[config.mk]
export PLATFORM = sky130hd
export DESIGN_NAME = chst_flag_unit
export DESIGN_NICKNAME = d
export VERILOG_FILES = /design/src/rtl/chst_pkg.sv /design/src/rtl/chst_latch.sv /design/src/rtl/chst_gate.sv /design/src/rtl/chst_pins.sv /design/src/rtl/chst_flag_unit.sv
export SDC_FILE = /design/constraint.sdc
export NUM_CORES = 1
export LEC_CHECK = 0
export BUFFER_PORTS_ARGS = -buffer_cell sky130_fd_sc_hd__buf_4
export CORE_AREA = 2 2 39 41
export DETAILED_ROUTE_END_ITERATION = 6
export DIE_AREA = 0 0 41 43
export PLACE_DENSITY = 0.55
export SLEW_MARGIN = 20
export SYNTH_ARGS = -nofsm -noshare
export SYNTH_HDL_FRONTEND = slang
export SYNTH_HIERARCHICAL = 1
export SYNTH_SLANG_ARGS = --single-unit
[constraint.sdc]
create_clock -name clk -period 1.3 [get_ports clk]
set_clock_uncertainty 0.2 [all_clocks]
set_input_delay 0.13 -clock clk [delete_from_list [all_inputs] [get_ports clk]]
set_output_delay 0.13 -clock clk [all_outputs]
set_load 0.02 [all_outputs]
[src/rtl/chst_pkg.sv]
package chst_pkg;
    typedef enum logic [1:0] {
        PRE_BLK  = 2'd0,
        PRE_SUBA = 2'd1,
        PRE_SUBB = 2'd2,
        PRE_NONE = 2'd3
    } pre_kind_e;

    localparam int NUM_KINDS = 3;

    typedef struct packed {
        logic nonaudio;
        logic emph;
    } cs_state_t;
endpackage

[src/rtl/chst_latch.sv]
module chst_latch
    import chst_pkg::*;
(
    input  logic      clk,
    input  logic      rst_n,
    input  logic      pre_stb,
    input  logic [1:0] pre_kind,
    input  logic      rx_err,
    input  logic      cs_nonaudio,
    input  logic      cs_emph,
    output cs_state_t cs_q_o
);
    cs_state_t cs_d, cs_q;
    logic      blk_start;

    always_comb begin
        blk_start = pre_stb && (pre_kind == PRE_BLK) && !rx_err;
        cs_d = cs_q;
        if (blk_start) begin
            cs_d.nonaudio = cs_nonaudio;
            cs_d.emph     = cs_emph;
        end
    end

    always_ff @(posedge clk or negedge rst_n) begin
        if (!rst_n) cs_q <= '0;
        else        cs_q <= cs_d;
    end

    assign cs_q_o = cs_q;

    AST_HOLD_OFF_BLOCK: assert property (@(posedge clk) disable iff (!rst_n)
        !(pre_stb && pre_kind == PRE_BLK) |=> $stable(cs_q));
    AST_ERR_NO_CAPTURE: assert property (@(posedge clk) disable iff (!rst_n)
        rx_err |=> $stable(cs_q));
endmodule

[src/rtl/chst_gate.sv]
module chst_gate
    import chst_pkg::*;
#(
    parameter int LR_SYNC = 2
) (
    input  logic       clk,
    input  logic       rst_n,
    input  logic       pre_stb,
    input  logic [1:0] pre_kind,
    input  logic       pll_lock,
    input  logic       rx_err,
    input  logic       lrck,
    output logic       data_en_o
);
    typedef struct packed {
        logic [NUM_KINDS-1:0] seen;
        logic [LR_SYNC-1:0]   lr_sync;
        logic                 data_en;
    } gate_state_t;

    gate_state_t st_d, st_q;
    logic        lr_edge;
    logic        armed;
    logic        drop;

    always_comb begin
        st_d    = st_q;
        lr_edge = st_q.lr_sync[LR_SYNC-1] ^ st_q.lr_sync[LR_SYNC-2];
        drop    = rx_err || !pll_lock;
        armed   = (&st_q.seen) && pll_lock && !rx_err;

        st_d.lr_sync = {st_q.lr_sync[LR_SYNC-2:0], lrck};

        if (!pll_lock) begin
            st_d.seen = '0;
        end else if (pre_stb) begin
            for (int k = 0; k < NUM_KINDS; k++) begin
                if (pre_kind == 2'(k)) st_d.seen[k] = 1'b1;
            end
        end

        if (drop)                  st_d.data_en = 1'b0;
        else if (armed && lr_edge) st_d.data_en = 1'b1;
    end

    always_ff @(posedge clk or negedge rst_n) begin
        if (!rst_n) st_q <= '0;
        else        st_q <= st_d;
    end

    assign data_en_o = st_q.data_en;

    AST_EN_NEEDS_EDGE: assert property (@(posedge clk) disable iff (!rst_n)
        (!st_q.data_en && !(armed && lr_edge)) |=> !st_q.data_en);
    AST_EN_DROPS: assert property (@(posedge clk) disable iff (!rst_n)
        (rx_err || !pll_lock) |=> !st_q.data_en);
    AST_EN_ALL_KINDS: assert property (@(posedge clk) disable iff (!rst_n)
        st_q.data_en |-> (&st_q.seen));
    AST_UNLOCK_FORGETS: assert property (@(posedge clk) disable iff (!rst_n)
        !pll_lock |=> (st_q.seen == '0));
endmodule

[src/rtl/chst_pins.sv]
module chst_pins
    import chst_pkg::*;
#(
    parameter int NUM_FLAGS = 2
) (
    input  cs_state_t            cs_q,
    input  logic [NUM_FLAGS-1:0] cmp_flags,
    input  logic                 or_sel,
    input  logic                 stat_sel,
    input  logic                 pll_lock,
    input  logic                 rx_err,
    output logic                 nonaudio_o,
    output logic                 stat_o
);
    logic any_flag;
    logic na_base;
    logic stat_base;

    always_comb begin
        any_flag   = |cmp_flags;
        na_base    = cs_q.nonaudio | (or_sel & any_flag);
        stat_base  = stat_sel ? cs_q.emph : !pll_lock;
        nonaudio_o = rx_err | na_base;
        stat_o     = rx_err | stat_base;
    end
endmodule

[src/rtl/chst_flag_unit.sv]
module chst_flag_unit
    import chst_pkg::*;
#(
    parameter int NUM_FLAGS = 2,
    parameter int LR_SYNC   = 2
) (
    input  logic                 clk,
    input  logic                 rst_n,
    input  logic                 rx_err,
    input  logic                 pll_lock,
    input  logic                 pre_stb,
    input  logic [1:0]           pre_kind,
    input  logic                 cs_nonaudio,
    input  logic                 cs_emph,
    input  logic [NUM_FLAGS-1:0] cmp_flags,
    input  logic                 or_sel,
    input  logic                 stat_sel,
    input  logic                 lrck,
    input  logic                 sdata_in,
    output logic                 nonaudio_o,
    output logic                 stat_o,
    output logic                 data_en_o,
    output logic                 sdata_o
);
    cs_state_t cs_q;
    logic      en;

    chst_latch i_latch (
        .clk         (clk),
        .rst_n       (rst_n),
        .pre_stb     (pre_stb),
        .pre_kind    (pre_kind),
        .rx_err      (rx_err),
        .cs_nonaudio (cs_nonaudio),
        .cs_emph     (cs_emph),
        .cs_q_o      (cs_q)
    );

    chst_gate #(.LR_SYNC(LR_SYNC)) i_gate (
        .clk       (clk),
        .rst_n     (rst_n),
        .pre_stb   (pre_stb),
        .pre_kind  (pre_kind),
        .pll_lock  (pll_lock),
        .rx_err    (rx_err),
        .lrck      (lrck),
        .data_en_o (en)
    );

    chst_pins #(.NUM_FLAGS(NUM_FLAGS)) i_pins (
        .cs_q       (cs_q),
        .cmp_flags  (cmp_flags),
        .or_sel     (or_sel),
        .stat_sel   (stat_sel),
        .pll_lock   (pll_lock),
        .rx_err     (rx_err),
        .nonaudio_o (nonaudio_o),
        .stat_o     (stat_o)
    );

    assign data_en_o = en;
    assign sdata_o   = en & sdata_in;

    AST_ERR_FORCES_PINS: assert property (@(posedge clk) disable iff (!rst_n)
        rx_err |-> (nonaudio_o && stat_o));
    AST_SDATA_MUTED: assert property (@(posedge clk) disable iff (!rst_n)
        !en |-> !sdata_o);
endmodule

* Word-level counts from Yosys, hierarchy flattened *
Index checks and enable logic that the tools add are counted.

storage, ports and cells
  memory bits (read-only) = 0
  bits of input ports = 15
  flip-flop bits (word level) = 8
  bits in latches = 0
  memories = 0
  word-level logic and storage cells = 42
  RAM bits = 0

cells by class
  $lt $le $gt $ge = 0
  add/sub/neg operators = 0
  muxes and demuxes = 8
  reductions and logical operators = 15
  $mul = 0
  shift operators = 0
  equal/unequal tests = 6
  bitwise operators = 6
  div/mod/pow operators = 0

operator list
  cell                count
  $ne 2x1->1 const B  4
  $mux 1              6
  $mux 3              2
  $reduce_and 2->1    3
  $logic_and 1x1->1   5
  $or 1x1->1          3
  $reduce_and 3->1    1
  $and 1x1->1         2
  $eq 2x1->1 const B  1
  $eq 2x2->1 const B  1
  $logic_not 1->1     2
  $logic_not 2->1     1
  $reduce_bool 2->1   1
  $reduce_or 2->1     1
  $logic_or 1x1->1    1
  $xor 1x1->1         1

* Logic depth before layout (Yosys ltp) *
  depth in word-level cells = 6
  mapped depth = 3

* By module *
Netlist, hierarchy kept.

modules (own cells, without submodules)
  module          times used  area an instance (um^2)  cells each
  chst_gate       1           226.5                    16
  chst_latch      1           96.3                     5
  chst_pins       1           25.0                     5
  chst_flag_unit  1           6.3                      1

* Worst setup path after synthesis *
Ideal clock, no wire load.

  path type = reg-to-reg
  start = register i_gate.st_q (netlist bit i_gate/st_d[2])
  end = register i_gate.st_q (netlist bit i_gate/data_en_o)
  data required time = 0.975 ns
  path slack = 0.178 ns
  cell stages (with the launch flop) = 4
  library setup time = 0.125 ns
  data arrival time = 0.797 ns
  clock period less this slack = 1.122 ns
  path buffers = 0
  cell sequence = dfrtp_1 xor2_1 a41oi_1 nor3b_2

on the way
  word-level cells in the longest chain between the ends = 3

RTL lines
  item                                line             source
  start, declared                     chst_gate.sv:21  gate_state_t st_d, st_q;
  start signal, assigned              chst_gate.sv:48  else st_q <= st_d;
  $xor 1x1->1                         chst_gate.sv:28  lr_edge = st_q.lr_sync[LR_SYNC-1] ^ st_q.lr_sync[LR_SYNC-2];
  $logic_and 1x1->1                   chst_gate.sv:43  else if (armed && lr_edge) st_d.data_en = 1'b1;
  $reduce_bool 2->1 (no source line)  n/a

No other way between the ends.
A chain may end at the register's enable or synchronous reset.

* Worst setup path in the final report *
  start = register i_latch/cs_q_o[0] (netlist name)
  end = output port stat_o

on the way
  word-level cells in the longest chain between the ends = 2

RTL lines
  item           line                  source
  $mux 1         chst_pins.sv:22       stat_base = stat_sel ? cs_q.emph : !pll_lock;
  $or 1x1->1     chst_pins.sv:24       stat_o = rx_err | stat_base;
  end, declared  chst_flag_unit.sv:21  output logic stat_o,

No other way between the ends.

==> results.json <==
{
  "drt_first_pass_iters": 2,
  "cts_hold_buffers": 5,
  "overflow": 0,
  "critPathMaxStageDelay_ns": 0.38,
  "rr_worst_depth": 3,
  "die-height_microns": 43,
  "endpoint_kind": "output pin",
  "n_antenna_cell": 0,
  "gp_congestion": 0.688,
  "htree_levels": 1,
  "std_cell_rows": 14,
  "crit_start": "i_latch/cs_q_o[0]",
  "cp-start-kind": "register",
  "crit_type": "reg2out",
  "grt_max_degree": 9,
  "async_flop_share": 1.00,
  "dieArea_sq_um": 1760,
  "clock-sinks": 8,
  "netlist.area_leader.share": 0.565,
  "vdd_drop_max_uv": 423,
  "p_leak_nw": 0.284,
  "syn-instance-count": 27,
  "die_x_microns": 41,
  "ys_types": 16,
  "synth_area_per_cell_sq_um": 13.1,
  "ys_warn_count": 6,
  "setup_tns_ns": -0.0610,
  "area_growth_syn_to_layout_pct": 69.6,
  "fillers": 137,
  "num-nets-final": 71,
  "initial_core_util": 0.256,
  "clk_path_buf_depth": 2,
  "worst-slew-pin-transition_ns": 0.241,
  "synth_largest_area_cell": "dfrtp_1",
  "worst_slack_ns": -0.0610,
  "synth_top_flop_cell": "dfrtp_1",
  "fin_crit_ns": 1.36,
  "min_path_cells": 2,
  "synth-seq-area-share": 0.565,
  "preCtsSetupSlack_ns": 0.0254,
  "powerDensity_nw_per_um2": 960,
  "failed_checks": "hold timing, setup timing",
  "synth_fp_nets": 42,
  "antenna_found_initial": 0,
  "clk_latency_ns": 0.24,
  "wirelength_microns": 726,
  "drive_above_1_share": 0.481,
  "grt_pass1_wl_microns": 1240,
  "drt-wirelength-per-cell_microns": 10.4,
  "max_slew_margin": 0.838,
  "core-area_sq_um": 1380,
  "post-route-util": 0.434,
  "crit_chain": "a211o_1, buf_6",
  "setup_viol": 1,
  "first_iter_violations": 2,
  "clkSlewWorstSetupHoldPaths_ns": 0.05,
  "hold_class": "in2reg",
  "worstReg2RegEnd": "i_gate/data_en_o",
  "io_buffers": 18,
  "holdWs_ns": -0.0673,
  "fmaxAchievable_mhz": 735,
  "min_to": "i_gate/st_q[5]",
  "crit_fanout": 2,
  "worst_path_max_delay_cell": "dfrtp_1",
  "remaining_drc_errors": 0,
  "ioPinCount": 19,
  "rsz0062_at_grt": "yes",
  "ant_nets": 0,
  "critPathRequiredTime_ns": 0.97,
  "root_buffer": "clkbuf_4",
  "cp_data_arrival_time_ns": 1.03,
  "min_from": "pll_lock",
  "timing.final.max_slew_violations": 0,
  "ys_seq_elements": 8,
  "vias_per_cell": 4.47,
  "status": "complete, but fails checks",
  "cts_inserted_buffers": 3,
  "first_global_vias": 310,
  "synth_enable_flop_cells": 0,
  "r2r_slack_ns": 0.14,
  "yosys-top-cells-area": "dfrtp_1 57%, nor4b_4 6.7%, mux2_2 6.4%",
  "vias": 313,
  "cts_tree": "done",
  "grt_usage": 0.108,
  "post-route-period-util": 1.05,
  "max-cap-violations": 0,
  "hold_viol": 4,
  "syn-cell-area_sq_um": 354,
  "hpwlAfterDp_microns": 546,
  "reg2reg_from": "i_gate/st_d[2]"
}
## stage by stage
| stage | std cells | area (sq um) | total power [mW] |
|---|---|---|---|
| finish | 70 | 601 | 0.577 |
| global route | 70 | 601 | 0.622 |
| CTS | 69 | 586 | 0.587 |
| detailed placement | 61 | 509 | 0.386 |
| global placement | 61 | 509 | 0.385 |
| floorplan | 27 | 354 | 0.325 |
## layout by cell type, fill, tap and decap left out, types with 2 or more instances in the layout
cell | netlist | layout
o21a_1 | 2 | 2
buf_6 | 0 | 3
nor2_1 | 2 | 2
buf_4 | 0 | 16
nor3b_1 | 2 | 2
mux2_2 | 2 | 2
dfrtp_1 | 8 | 8
dlygate4sd3_1 | 0 | 5
clkbuf_4 | 0 | 3
## worst max path at each step
stage	slack, ns	endpoint	cells past startpoint
after floorplan	0.18	i_gate/data_en_o	3
after global placement	0.06	i_latch/cs_q_o[1]	3
after detailed placement	0.03	i_latch/cs_q_o[0]	3
after CTS	-0.07	stat_o	2
after global routing	-0.09	stat_o	2
final	-0.06	stat_o	2
## worst max-delay path: cells and delay by family (launching register included)
kind	cells	cell delay, ns
compound gates	1	0.27
flops	1	0.38
buf+inv	1	0.13
## synth_stat cells, drive strengths merged (2+ instances only)
library cell and n:
dfrtp 8, nor3b 3, mux2 2, nor2 2, o21a 2
## what timing repair did
item	CTS	global route
buffers inserted	0	1
pin swaps	0	1
endpoints found under the setup margin	1	3
hold endpoints to repair	15	4
resized for setup	1	2
## report_power, final
| part | switching (mW) | internal (mW) |
|---|---|---|
| Sequential | 0.0125 | 0.271 |
| Clock | 0.0733 | 0.105 |
| Combinational | 0.0427 | 0.0722 |
## routing by layer
| metal | global-route usage | vias to the layer above | part of all wire |
|---|---|---|---|
| met2 | 0.166 | 13 | 0.52 |
| met4 | 0.0400 | 0 | 0 |
| met5 | 0 | - | 0 |
| met1 | 0.123 | 146 | 0.41 |
| met3 | 0.0524 | 0 | 0.072 |
| li1 | - | 154 | - |
## cells by family after synthesis
family | after synthesis | share of synthesized area
multiplexers | 2 | 0.0636
AO/OA/AOI/OAI | 6 | 0.124
AND/OR/NAND/NOR | 9 | 0.212
flip-flops | 8 | 0.565
XOR/XNOR | 1 | 0.0247
buffers and inverters | 1 | 0.0106
## flip-flops by register name, summed over array words and instances (netlist names)
signal	count
i_latch/cs_q_o	2
i_gate/data_en_o	1
i_gate/st_q	4
i_gate/st_d	1
## final cells by class
type	count	area [sq um]	share of cell area
timing repair buffer	24	204	0.340
sequential	8	200	0.333
multi-input combinational	18	150	0.250
clock buffer	3	22.5	0.0375
tap	16	20.0	0.0333
inverter	1	3.75	0.00625
(Power assumes the default switching activity.)
